### src/rtl/pa_pkg.sv
package pa_pkg;
  localparam int DATA_W = 16;
  localparam int CNT_W  = 16;
  localparam int LO_W   = 8;

  typedef enum logic [1:0] {
    A_CTRL = 2'd0,
    A_CNT  = 2'd1,
    A_FLG  = 2'd2,
    A_RSV  = 2'd3
  } pa_addr_e;

  typedef enum logic [1:0] {
    CS_PRESC    = 2'd0,
    CS_DIRECT   = 2'd1,
    CS_DIV_LO   = 2'd2,
    CS_DIV_FULL = 2'd3
  } pa_clksel_e;

  typedef struct packed {
    logic       fast_clr;
    pa_clksel_e clk_sel;
    logic       pol;
    logic       gated;
    logic       en;
  } pa_ctrl_t;

  localparam int CTRL_W = $bits(pa_ctrl_t);
endpackage

### src/rtl/pa_sync_edge.sv
module pa_sync_edge #(
  parameter int SYNC_STAGES = 2
) (
  input  logic clk,
  input  logic rst_n,
  input  logic pin,
  output logic lvl,
  output logic rise,
  output logic fall
);
  logic [SYNC_STAGES:0] sh_q;

  always_ff @(posedge clk or negedge rst_n) begin
    if (!rst_n) sh_q <= '0;
    else        sh_q <= {sh_q[SYNC_STAGES-1:0], pin};
  end

  assign lvl  = sh_q[SYNC_STAGES-1];
  assign rise = sh_q[SYNC_STAGES-1] & ~sh_q[SYNC_STAGES];
  assign fall = ~sh_q[SYNC_STAGES-1] & sh_q[SYNC_STAGES];

  AST_RISE_LATENCY: assert property (@(posedge clk) disable iff (!rst_n)
    rise |-> $past(pin, SYNC_STAGES));
endmodule

### src/rtl/pa_counter.sv
module pa_counter #(
  parameter int W    = 16,
  parameter int LO_W = 8
) (
  input  logic         clk,
  input  logic         rst_n,
  input  logic         inc,
  input  logic         load,
  input  logic [W-1:0] load_val,
  output logic [W-1:0] cnt,
  output logic         lo_carry,
  output logic         wrap
);
  logic adv;

  assign adv      = inc & ~load;
  assign lo_carry = adv & (&cnt[LO_W-1:0]);
  assign wrap     = adv & (&cnt);

  always_ff @(posedge clk or negedge rst_n) begin
    if (!rst_n)    cnt <= '0;
    else if (load) cnt <= load_val;
    else if (inc)  cnt <= cnt + 1'b1;
  end

  AST_WRAP_TO_ZERO: assert property (@(posedge clk) disable iff (!rst_n)
    (inc && !load && (&cnt)) |=> (cnt == '0));
  AST_LOAD_WINS: assert property (@(posedge clk) disable iff (!rst_n)
    load |=> (cnt == $past(load_val)));
  AST_HOLD_IDLE: assert property (@(posedge clk) disable iff (!rst_n)
    (!inc && !load) |=> $stable(cnt));
endmodule

### src/rtl/pa_clk_sel.sv
module pa_clk_sel
  import pa_pkg::*;
(
  input  logic       en,
  input  pa_clksel_e sel,
  input  logic       presc_tick,
  input  logic       direct,
  input  logic       div_lo,
  input  logic       div_full,
  output logic       tick
);
  always_comb begin
    if (!en) tick = presc_tick;
    else begin
      case (sel)
        CS_PRESC:    tick = presc_tick;
        CS_DIRECT:   tick = direct;
        CS_DIV_LO:   tick = div_lo;
        default:     tick = div_full;
      endcase
    end
  end
endmodule

### src/rtl/pulse_accum.sv
module pulse_accum
  import pa_pkg::*;
#(
  parameter int SYNC_STAGES = 2
) (
  input  logic              clk,
  input  logic              rst_n,
  input  logic              pin_in,
  input  logic              presc_tick,
  input  logic              tbase_tick,
  input  logic [1:0]        bus_addr,
  input  logic              bus_wr,
  input  logic              bus_rd,
  input  logic [DATA_W-1:0] bus_wdata,
  output logic [DATA_W-1:0] bus_rdata,
  output logic              tmr_tick
);
  pa_ctrl_t   ctrl_q;
  pa_addr_e   addr;
  logic       lvl, rise, fall;
  logic       act_edge, trail_edge, gate_on;
  logic       inc, load, lo_carry, wrap;
  logic [CNT_W-1:0] cnt;
  logic       ovf_q, edg_q;
  logic       ovf_set, edg_set, cnt_access;
  logic       ovf_clr, edg_clr;

  assign addr = pa_addr_e'(bus_addr);

  pa_sync_edge #(.SYNC_STAGES(SYNC_STAGES)) u_sync (
    .clk(clk), .rst_n(rst_n), .pin(pin_in),
    .lvl(lvl), .rise(rise), .fall(fall)
  );

  assign act_edge   = ctrl_q.pol ? fall : rise;
  assign trail_edge = ctrl_q.pol ? rise : fall;
  assign gate_on    = lvl ^ ctrl_q.pol;
  assign inc  = ctrl_q.en & (ctrl_q.gated ? (tbase_tick & gate_on) : act_edge);
  assign load = bus_wr & (addr == A_CNT);

  pa_counter #(.W(CNT_W), .LO_W(LO_W)) u_cnt (
    .clk(clk), .rst_n(rst_n), .inc(inc), .load(load),
    .load_val(bus_wdata[CNT_W-1:0]),
    .cnt(cnt), .lo_carry(lo_carry), .wrap(wrap)
  );

  pa_clk_sel u_sel (
    .en(ctrl_q.en), .sel(ctrl_q.clk_sel), .presc_tick(presc_tick),
    .direct(inc & ~load), .div_lo(lo_carry), .div_full(wrap),
    .tick(tmr_tick)
  );

  always_ff @(posedge clk or negedge rst_n) begin
    if (!rst_n)                              ctrl_q <= '0;
    else if (bus_wr && (addr == A_CTRL))     ctrl_q <= pa_ctrl_t'(bus_wdata[CTRL_W-1:0]);
  end

  assign cnt_access = ctrl_q.fast_clr & (bus_wr | bus_rd) & (addr == A_CNT);
  assign ovf_set = wrap;
  assign edg_set = ctrl_q.en & (ctrl_q.gated ? trail_edge : act_edge);
  assign ovf_clr = cnt_access | (bus_wr & (addr == A_FLG) & bus_wdata[1]);
  assign edg_clr = cnt_access | (bus_wr & (addr == A_FLG) & bus_wdata[0]);

  always_ff @(posedge clk or negedge rst_n) begin
    if (!rst_n) begin
      ovf_q <= 1'b0;
      edg_q <= 1'b0;
    end else begin
      ovf_q <= ovf_set | (ovf_q & ~ovf_clr);
      edg_q <= edg_set | (edg_q & ~edg_clr);
    end
  end

  always_comb begin
    bus_rdata = '0;
    case (addr)
      A_CTRL:  bus_rdata[CTRL_W-1:0] = ctrl_q;
      A_CNT:   bus_rdata[CNT_W-1:0]  = cnt;
      A_FLG:   bus_rdata[1:0]        = {ovf_q, edg_q};
      default: bus_rdata = '0;
    endcase
  end

  AST_WRAP_FLAG: assert property (@(posedge clk) disable iff (!rst_n)
    wrap |=> ovf_q);
  AST_W1C_EDGE: assert property (@(posedge clk) disable iff (!rst_n)
    (bus_wr && addr == A_FLG && bus_wdata[0] && !edg_set) |=> !edg_q);
  AST_FAST_CLEAR: assert property (@(posedge clk) disable iff (!rst_n)
    (ctrl_q.fast_clr && bus_rd && addr == A_CNT && !edg_set && !wrap) |=> (!edg_q && !ovf_q));
  AST_OFF_PRESC: assert property (@(posedge clk) disable iff (!rst_n)
    !ctrl_q.en |-> (tmr_tick == presc_tick));
  AST_DISABLED_FROZEN: assert property (@(posedge clk) disable iff (!rst_n)
    (!ctrl_q.en && !load) |=> (cnt == $past(cnt)));
endmodule

### config.mk
export PLATFORM = sky130hd
export DESIGN_NAME = pulse_accum
export DESIGN_NICKNAME = d
export VERILOG_FILES = /design/src/rtl/pa_pkg.sv /design/src/rtl/pa_sync_edge.sv /design/src/rtl/pa_counter.sv /design/src/rtl/pa_clk_sel.sv /design/src/rtl/pulse_accum.sv
export SDC_FILE = /design/constraint.sdc
export NUM_CORES = 1
export LEC_CHECK = 0
export ABC_CLOCK_PERIOD_IN_PS = 1850
export BUFFER_PORTS_ARGS = -buffer_cell sky130_fd_sc_hd__buf_2
export CORE_MARGIN = 3
export CORE_UTILIZATION = 48
export CTS_CLUSTER_DIAMETER = 80
export DETAILED_ROUTE_END_ITERATION = 16
export HOLD_SLACK_MARGIN = 0.05
export PLACE_DENSITY_LB_ADDON = 0.3
export SLEW_MARGIN = 5
export SYNTH_ARGS = -nofsm -noshare
export SYNTH_HDL_FRONTEND = slang
export SYNTH_SLANG_ARGS = --single-unit
### constraint.sdc
create_clock -name clk -period 1.85 [get_ports clk]
set_input_delay 0.0925 -clock clk [delete_from_list [all_inputs] [get_ports clk]]
set_output_delay 0.0925 -clock clk [all_outputs]
set_load 0.02 [all_outputs]
== Yosys cells after proc, flatten, opt, wreduce, memory -nomap -nowiden ==
Cells that the tools add are included.
Cells by class
  add/sub/neg operators: 1
  eq/ne operators: 4
  multiplexer cells: 11
  bitwise gates (word level): 27
  reductions and logical operators: 6
Operators with widths (number)
  16-bit 2-to-1 mux: 2
  16-bit by 1-bit adder with 16-bit output (second input constant): 1
  1-bit AND: 16
  16-bit AND reduction: 1
  10-bit 2-to-1 mux: 1
  4-bit case mux with 2 select lines: 1
  8-bit AND reduction: 1
  2-bit case mux with 3 select lines: 1
  1-bit 2-to-1 mux: 5
  1-bit NOT: 5
  1-bit bitwise OR: 5
  2-bit by 1-bit equality test with 1-bit output (second input constant): 2
  2-bit equality test (second input constant): 2
  2-bit zero test: 2
  1-bit case mux with 3 select lines: 1
  2-bit nonzero test: 1
  1-bit logical AND: 1
  1-bit XOR: 1
Storage, ports and cells
  flip-flop bits (word level): 27
  output and inout bits: 17
  word-level logic and storage cells: 58

== Logic depth before layout (Yosys ltp) ==
Gate-level depths: netlist (run 1).
  depth in word-level cells: 9
  gate-level depth with buffers: 6

== Modules after synthesis ==
A second synthesis (run 1) with hierarchy kept.
Unflattened totals
  cell total of the unflattened synthesis: 171
  area total of the unflattened synthesis: 1625.3 µm²
By module, submodules not included
  pa_counter: instances 1, cells each 101, area an instance 888.4 µm², seq. area each 400.4 µm²
  pulse_accum: instances 1, cells each 59, area an instance 606.8 µm², seq. area each 200.2 µm²
  pa_sync_edge: instances 1, cells each 5, area an instance 90.1 µm², seq. area each 75.1 µm²
  pa_clk_sel: instances 1, cells each 6, area an instance 40.0 µm², seq. area each 0.0 µm²

== Least setup slack after synthesis (run 1) ==
Ideal clock, no wire load.
  path kind: register to register
  start point: reg u_cnt.cnt[0]
  end point: reg u_cnt.cnt[14]
  library setup time: 0.082 ns
  arrival time: 1.827 ns
  required time: 1.768 ns
  slack: -0.059 ns
  stages on the path, launching flop included: 6
  buffers on the path: 0
  clock period less this slack: 1.909 ns
  cells stage by stage: dfrtp_1 ha_1 nand4_1 or4_1 or4_1 a31oi_1
Between the ends
  word-level cells in the longest chain between the ends: 3
Ends and longest elaborated chain
  start, declared: RTL line pa_counter.sv:10  | output logic [W-1:0] cnt,
  start signal, assigned: RTL line pa_counter.sv:22  | else if (load) cnt <= load_val;
  start signal, assigned: RTL line pa_counter.sv:23  | else if (inc) cnt <= cnt + 1'b1;
  16-bit by 1-bit adder with 16-bit output: RTL line pa_counter.sv:23
  16-bit 2-to-1 mux: RTL line pa_counter.sv:23
  16-bit 2-to-1 mux: RTL line pa_counter.sv:22
No other way between the ends. The select of a mux whose other input is x is not followed.
A chain may end at the register's enable or synchronous reset.

== Final worst setup path (run 1) ==
  start point: reg u_sync.sh_q[2]
  end point: out tmr_tick
Between the ends
  word-level cells in the longest chain between the ends: 9
  elaborated cells on any way between the ends: 11
  classes of those cells: 4 x mux; 7 x bitwise
Ends and longest elaborated chain
  start, declared: RTL line pa_sync_edge.sv:11  | logic [SYNC_STAGES:0] sh_q;
  start signal, assigned: RTL line pa_sync_edge.sv:15  | else sh_q <= {sh_q[SYNC_STAGES-1:0], pin};
  1-bit NOT: RTL line pa_sync_edge.sv:19  | assign rise = sh_q[SYNC_STAGES-1] & ~sh_q[SYNC_STAGES];
  1-bit AND: RTL line pa_sync_edge.sv:19
  1-bit 2-to-1 mux (*): RTL line pulse_accum.sv:35  | assign act_edge = ctrl_q.pol ? fall : rise;
  1-bit 2-to-1 mux (*): RTL line pulse_accum.sv:38  | assign inc = ctrl_q.en & (ctrl_q.gated ? (tbase_tick & gate_on) : act_edge);
  1-bit AND (*): RTL line pulse_accum.sv:38
  1-bit AND (*): RTL line pa_counter.sv:16, pulse_accum.sv:49
  1-bit AND, on equally long branches: RTL line pa_counter.sv:18, pa_counter.sv:17
  1-bit case mux with 3 select lines (*): RTL line pa_clk_sel.sv:15  | case (sel)
  1-bit 2-to-1 mux (*): RTL line pa_clk_sel.sv:13  | if (!en) tick = presc_tick;
  end, declared: RTL line pulse_accum.sv:16  | output logic tmr_tick
Every way passes the cells marked *; elsewhere a longest branch is shown, timed or not.

==> results of run 1 <==
==> power by group through the flow <==
stage                     clock [uW]  sequential [uW]  combinational (uW)
after floorplan                    0              827                 441
after global placement             0              824                 764
after detailed placement           0              831                 781
after CTS                        263              826                 904
after global routing             296              862                1010
final                            261              845                 928
==> worst reg2reg max path: stages, from the launching register on <==
cell and delay [ns]:
dfrtp_1 0.40, ha_2 0.19, nand4_1 0.13, or4_1 0.46, or4_1 0.51, a31oi_1 0.17
==> Yosys cell counts (2+ instances only) <==
| cell | n | area share |
|---|---|---|
| dlygate4sd1_1 | 2 | 0.010 |
| nand2_1 | 15 | 0.033 |
| nand4_1 | 8 | 0.029 |
| xor2_1 | 2 | 0.010 |
| mux2_2 | 4 | 0.026 |
| nor2_1 | 21 | 0.046 |
| inv_1 | 3 | 0.0065 |
| and2_1 | 12 | 0.044 |
| mux2i_1 | 6 | 0.035 |
| or3_2 | 3 | 0.013 |
| dfrtp_1 | 27 | 0.39 |
| nand2b_1 | 2 | 0.0073 |
| nand3_1 | 5 | 0.015 |
| a31oi_1 | 15 | 0.054 |
| o211ai_1 | 2 | 0.0087 |
| nand3b_1 | 2 | 0.0087 |
| or3_1 | 5 | 0.018 |
| o21ai_0 | 12 | 0.035 |
| nor2b_1 | 2 | 0.0073 |
| clkbuf_1 | 6 | 0.013 |
| o31ai_1 | 10 | 0.044 |
| or4_1 | 11 | 0.048 |
==> state kept, by name, summed over array words and instances (netlist names) <==
name         count
u_sync.sh_q      3
ovf_q            1
ctrl_q           6
u_cnt.cnt       16
edg_q            1
==> timing repair <==
item                                   in CTS  in global routing
setup endpoints to repair                   3                 14
setup buffers                               4                  2
endpoints found under the hold margin      49                  0
gates cloned                                1                  0
pin swaps                                  12                  7
gates resized for setup                     8                 10
hold buffers                               18                  0
==> routing by layer <==
layer	GRT usage	vias to the layer above	share of wire
met2	0.3717	68	0.46
met5	0	-	0
met1	0.3351	868	0.46
li1	-	884	-
met3	0.02381	10	0.060
met4	0.07513	0	0.015
==> worst min-delay path by stage <==
| stage | from | to | slack (ns) | cells past startpoint |
|---|---|---|---|---|
| detailed placement | rst_n | edg_q | 0.15 | 1 |
| global placement | rst_n | ctrl_q[5] | 0.15 | 1 |
| floorplan | rst_n | ctrl_q[0] | -0.20 | 0 |
| finish | bus_rd | ovf_q | 0.17 | 4 |
| global route | bus_rd | ovf_q | 0.21 | 4 |
| CTS | bus_rd | ovf_q | 0.16 | 4 |
==> cell families (layout without fill, tap and decap cells) <==
group                      count (synthesis)  in the layout  share of synthesized area
and+or+nand+nor                           94             94                     0.3130
AOI/OAI and AO/OA                         44             44                     0.1656
DFF                                       27             27                     0.3922
buffers and inverters                     15             93                    0.05083
muxes                                     10             10                    0.06100
xor gates and xnor gates                   2              2                    0.01017
adders and majority gates                  1              1                   0.007261
==> final cells by class <==
type                            count  area share
Multi-Input combinational cell    151      0.4269
Timing Repair Buffer               86      0.2532
Sequential cell                    27      0.2806
Tap cell                           46     0.02377
Inverter                            3    0.004651
Clock buffer                        4     0.01085
==> through the flow <==
stage / setup slack, ns / instances
floorplan: -0.009783 / 193
global placement: 0.08223 / 289
detailed placement: -0.007881 / 289
CTS: -0.1907 / 316
global route: -0.2999 / 317
finish: -0.2177 / 317
==> qor.csv, run 1 <==
metric;value;unit
WL per Instance;15.40;microns
worst reg-to-reg setup slack;-0.07;ns
Top Ports;42;
Layout Nets;298;
share of layout cells above drive strength 1;0.3506;
fin crit share;1.118;
worst reg2reg path endpoint;u_cnt.cnt[12];
RePlAce Congestion;0.8917;
Req. time, crit path;1.76;ns
Netlist Area Pre-Place;1723;sq um
CP delay by family, top;simple AND/OR/NAND/NOR gates;
leakage power;0.001038;uW
status;finished, violations left;
hold slack final;0.1742;ns
power share of the clock group;0.128;
max_slew headroom;0.5783;
Internal;1245;uW
PnR worst setup slack;-0.2177;ns
RSZ-0062 raised after global routing;true;
height of the die;65.91;microns
register area;679.4;sq um
clk root buf;clkbuf_4;
Overall Power;2034;uW
Sink Count;27;
clk_skew;0.002685;ns
Cell Area, Placed;2087;sq um
nature of the critical path endpoint;output pin;
failing checks;negative setup slack;
Tmin final;2.068;ns
critical path launch point type;flip-flop;
Max Root-Sink Buffers;2;
Synth async-reset ratio;1.000;
synthesized area per cell;8.927;sq um
crit path from;u_sync.sh_q[2];
post-synth net total;219;
Yosys cell types;40;
gr ovfl total;0;
Port Buffers;41;
Final Max Slew Viols;0;
setup TNS;-0.5037;ns
VDD IR max;0.0004627;V
synthesized instance count;193;
via count;1830;
worst-margin pin slew;0.6326;ns
initial core utilization;0.5083;
Core ar.;3390;sq um
Synth Flop Type;dfrtp_1;
first-pass GRT wire length;7886;microns
Psw;789.2;uW
Critical Path Stages;6;
register area share after synthesis;0.3922;
H-tree depth;1;
max incr delay on CP;0.47;ns
multi-input logic area;1033;sq um
Antenna diodes;0;
final hold viol count;0;
synth warn;0;
number of max-cap violations;0;
vias in the first global route;1665;
reg2reg start;u_cnt.cnt[1];
r2r worst-path depth;5;
Tot GR Track Use;0.2350;
power per cell area;840.1;nW/um^2
crit path max-delay cell type;dfrtp_1;
Critical path buffers and inverters;2;
FP Rows;21;
Sw Ratio;0.3880;
final setup fails;8;
combinational power share;0.456;
post-route cell area;2421;sq um
Num CTS Buffers;3;
Util after Layout;0.7143;
Die Width;65.91;microns
CTS clock-pin slew for the worst setup and hold paths;0.14;ns
max frequency;0.4836;GHz
DR pass1 iterations;5;
Vias/cell;5.773;
#FFs+latches synth;27;
Remaining DRCs;0;
DRT Wirelength;4881;microns
Crit path arrival time;1.98;ns
hold crit path type;in -> reg;
Area Growth Syn to Fin;40.52;%
Setup CP Type;reg -> out;
initial antenna violation count;0;
antenna-violating nets left;0;
Die ar.;4344;sq um
hpwl dp;3110;microns
commonest non-fill, non-tap cell in the layout;buf_2;
share of total power in sequential cells;0.415;
clk_lat worst skew;0.33;ns
critical path cell sequence;nor4bb_4 > a211oi_2 > buf_12 > nand2b_1 > o31ai_1 > buf_2;
1st-iter DRT viols;89;
CTS tree;yes;
pin count of the biggest net entering global routing;32;
fillers;263;
worst-path fanout max;4;
most frequent cells in the layout;buf_2 (41), buf_4 (25), dfrtp_1 (24);
CP endpoint;tmr_tick;
EDFF count, synth;0;
(Power assumes the default switching activity.)
==> run 2, diff against run 1 <==
--- a/config.mk
+++ b/config.mk
@@ -5,6 +5,7 @@
 export SDC_FILE = /design/constraint.sdc
 export NUM_CORES = 1
 export LEC_CHECK = 0
+export ABC_AREA = 1
 export ABC_CLOCK_PERIOD_IN_PS = 1850
 export BUFFER_PORTS_ARGS = -buffer_cell sky130_fd_sc_hd__buf_2
 export CORE_MARGIN = 3
@@ -13,6 +14,7 @@
 export DETAILED_ROUTE_END_ITERATION = 16
 export HOLD_SLACK_MARGIN = 0.05
 export PLACE_DENSITY_LB_ADDON = 0.3
+export SKIP_CTS_REPAIR_TIMING = 1
 export SLEW_MARGIN = 5
 export SYNTH_ARGS = -nofsm -noshare
 export SYNTH_HDL_FRONTEND = slang
==> run 2 against run 1 <==
The flow still finishes with violations (negative setup slack). Final cell count is 8.5% higher. Utilization decreased by 7.5 points. Hold slack lost 0.15 ns. Synthesized cell count rose by 24%. First-iteration DRC count is 2.2% higher. Combinational power fell by 1%. Critical endpoint unchanged. Largest cell class unchanged. Highest routed layer unchanged.
==> qor.csv, run 2 <==
metric;value;unit;change
RePlAce Congestion;0.9783;;was 0.8917
final setup fails;1;;was 8
Antenna diodes;0;;unchanged
Tot GR Track Use;0.2141;;was 0.2350
number of max-cap violations;0;;unchanged
crit path max-delay cell type;dfrtp_1;;unchanged
leakage power;0.001099;uW;was 0.001038 uW
fin crit share;1.090;;was 1.118
failing checks;negative setup slack;;unchanged
Final Max Slew Viols;0;;unchanged
Num CTS Buffers;3;;unchanged
Setup CP Type;reg -> out;;unchanged
VDD IR max;0.0005325;V;was 0.0004627 V
Sink Count;27;;unchanged
Port Buffers;41;;unchanged
Max Root-Sink Buffers;2;;unchanged
commonest non-fill, non-tap cell in the layout;nand2_1;;was buf_2
Synth top area share;0.3907;;was 0.3922
height of the die;66.02;microns;was 65.91 microns
max incr delay on CP;0.43;ns;was 0.47 ns
Core ar.;3416;sq um;was 3390 sq um
largest area contributor in the netlist;dfrtp_1;;unchanged
Sw Ratio;0.4409;;was 0.3880
Vias/cell;5.087;;was 5.773
Psw;955.3;uW;was 789.2 uW
initial core utilization;0.5062;;was 0.5083
largest registers;u_cnt.cnt x16, ctrl_q x6, u_sync.sh_q x3;;unchanged
hold crit path type;in -> reg;;unchanged
critical path cell sequence;ha_2 > nand3_4 > nor2_4 > nand4_1 > nor2_1 > nand2_1 > nand2_1 > nand3_1 > nand2_1 > buf_6;;was nor4bb_4 > a211oi_2 > buf_12 > nand2b_1 > o31ai_1 > buf_2
top cells by area, synth;dfrtp_1 (39%), nand2_1 (15%), inv_1 (7.8%);;was dfrtp_1 (39%), a31oi_1 (5.4%), or4_1 (4.8%)
CTS clock-pin slew for the worst setup and hold paths;0.15;ns;was 0.14 ns
dominant cell type by count on the critical path;nand2_1;;
H-tree depth;1;;unchanged
Area Growth Syn to Fin;26.34;%;was 40.52%
combinational power share;0.423;;was 0.456
Internal;1212;uW;was 1245 uW
FP Rows;21;;unchanged
gr ovfl total;0;;unchanged
DRT Wirelength;4567;microns;was 4881 microns
Die Width;66.02;microns;was 65.91 microns
CP delay by family, top;simple AND/OR/NAND/NOR gates;;unchanged
clk_lat worst skew;0.33;ns;about the same
nature of the critical path endpoint;output pin;;unchanged
max_slew headroom;0.5895;;was 0.5783
CTS tree;yes;;unchanged
antenna-violating nets left;0;;unchanged
Tmin final;2.016;ns;was 2.068 ns
Place WS;0.2168;ns;was -0.007881 ns
initial antenna violation count;0;;unchanged
Yosys cell types;25;;was 40
max reg flops;16;;unchanged
register area share after synthesis;0.3907;;was 0.3922
synth warn;0;;unchanged
Die ar.;4359;sq um;was 4344 sq um
PnR worst setup slack;-0.1657;ns;was -0.2177 ns
Top Ports;42;;unchanged
share of total power in sequential cells;0.451;;was 0.415
worst-path fanout max;5;;was 4
#FFs+latches synth;27;;unchanged
post-synth net total;265;;was 219
clk_skew;0.001287;ns;was 0.002685 ns
Most flops, register;u_cnt.cnt;;unchanged
worst-margin pin slew;0.6158;ns;was 0.6326 ns
Netlist Area Pre-Place;1729;sq um;was 1723 sq um
Critical path buffers and inverters;1;;was 2
vias in the first global route;1544;;was 1665
share of layout cells above drive strength 1;0.2148;;was 0.3506
most frequent cells in the layout;nand2_1 (67), buf_2 (40), inv_1 (36);;was buf_2 (41), buf_4 (25), dfrtp_1 (24)
fillers;332;;was 263
status;finished, violations left;;unchanged
Synth Flop Type;dfrtp_1;;unchanged
Overall Power;2167;uW;was 2034 uW
final hold viol count;0;;unchanged
via count;1750;;was 1830
Req. time, crit path;1.76;ns;about the same
pin count of the biggest net entering global routing;28;;was 32
critical path launch point type;flip-flop;;unchanged
EDFF count, synth;0;;unchanged
power per cell area;991.9;nW/um^2;was 840.1 nW/um^2
DR pass1 iterations;4;;was 5
power share of the clock group;0.126;;was 0.128
top cells by count, synth;nand2_1 (67), inv_1 (36), dfrtp_1 (27);;was dfrtp_1 (27), nor2_1 (21), a31oi_1 (15), nand2_1 (15)
synthesized instance count;239;;was 193
RSZ-0062 raised after global routing;true;;unchanged
clk root buf;clkbuf_4;;unchanged
first-pass GRT wire length;7245;microns;was 7886 microns
max frequency;0.4961;GHz;was 0.4836 GHz
Crit path arrival time;1.92;ns;was 1.98 ns
Synth async-reset ratio;1.000;;unchanged
Layout Nets;325;;was 298
synthesized area per cell;7.235;sq um;was 8.927 sq um
Remaining DRCs;0;;unchanged
top-count cell post-synth;nand2_1;;was dfrtp_1
hpwl dp;3369;microns;was 3110 microns
WL per Instance;13.28;microns;was 15.40 microns
1st-iter DRT viols;91;;was 89
==> run 2: changes by cell type in the layout (fill, tap and decap cells not counted), moves of 6 or more <==
cell,delta
and2_1,-12
o221ai_1,+6
nand2_1,+53
mux2i_1,-6
a31oi_1,-15
buf_4,-19
xor2_1,+7
or4_1,-9
inv_1,+33
nand3_1,+15
o31ai_1,-10
o211ai_1,+7
==> run 2: worst min-delay path: cells and delay by family <==
family,cells,cell delay [ns]
AOI/OAI and AO/OA,1,0.08
buffers and inverters,2,0.16
==> run 2: cell families (layout without fill, tap and decap cells) <==
kind of cell / count (synthesis) / in the layout / share of synthesized area
DFF: 27 / 27 / 0.3907
adders and majority gates: 1 / 1 / 0.007235
and+or+nand+nor: 129 / 129 / 0.3408
AOI/OAI and AO/OA: 31 / 31 / 0.1187
buffers and inverters: 42 / 101 / 0.09696
xor gates and xnor gates: 9 / 9 / 0.04559
==> run 2: metrics by stage <==
step,area (sq um),hold slack (ns),util,cells,setup TNS [ns]
2_1_floorplan,1729,-0.2031,-,239,0
3_3_place_gp,1978,0.1372,0.5791,323,0
3_5_place_dp,1978,0.1402,0.5791,323,0
4_1_cts,2008,-0.2475,0.5879,327,-0.1800
5_1_grt,2185,0.05438,0.6396,344,-0.3100
6_report,2185,0.01951,0.6396,344,-0.1657
==> run 2: final cells by class <==
type / instances / area [sq um] / area share
repair buffers: 60 / 386.6 / 0.1770
well taps: 46 / 57.56 / 0.02635
clock inverters: 1 / 7.507 / 0.003436
inverters: 37 / 138.9 / 0.06357
clock buffers: 3 / 22.52 / 0.01031
multi-input cells: 170 / 895.9 / 0.4101
flip-flops and latches: 27 / 675.6 / 0.3093
==> run 2: final timing paths <==
check / from / to / slack (ns) / cells after the start
max: u_cnt.cnt[0] / tmr_tick / -0.17 / 10
min: bus_wdata[5] / ctrl_q[5] / 0.02 / 3
min in group asynchronous: rst_n / u_cnt.cnt[8] / 0.27 / 2
min reg2reg: u_sync.sh_q[0] / u_sync.sh_q[1] / 0.37 / 0
max in group asynchronous: rst_n / u_cnt.cnt[9] / 1.17 / 2
max reg2reg: ctrl_q[2] / u_cnt.cnt[12] / 0.33 / 8
==> run 2: routing by layer <==
metal | vias to the layer above | GRT usage | part of all wire
met4 | 0 | 0.06091 | 0.013
li1 | 898 | - | -
met1 | 797 | 0.3222 | 0.48
met2 | 48 | 0.3254 | 0.46
met5 | - | 0 | 0
met3 | 7 | 0.02041 | 0.047
==> run 2: power by group through the flow <==
stage               Sequential, uW  Combinational (uW)  Clock, uW
detailed placement             977                 856          0
global placement               971                 850          0
CTS                            966                 858        278
global route                  1010                1030        299
finish                         978                 916        273
floorplan                      926                 647          0
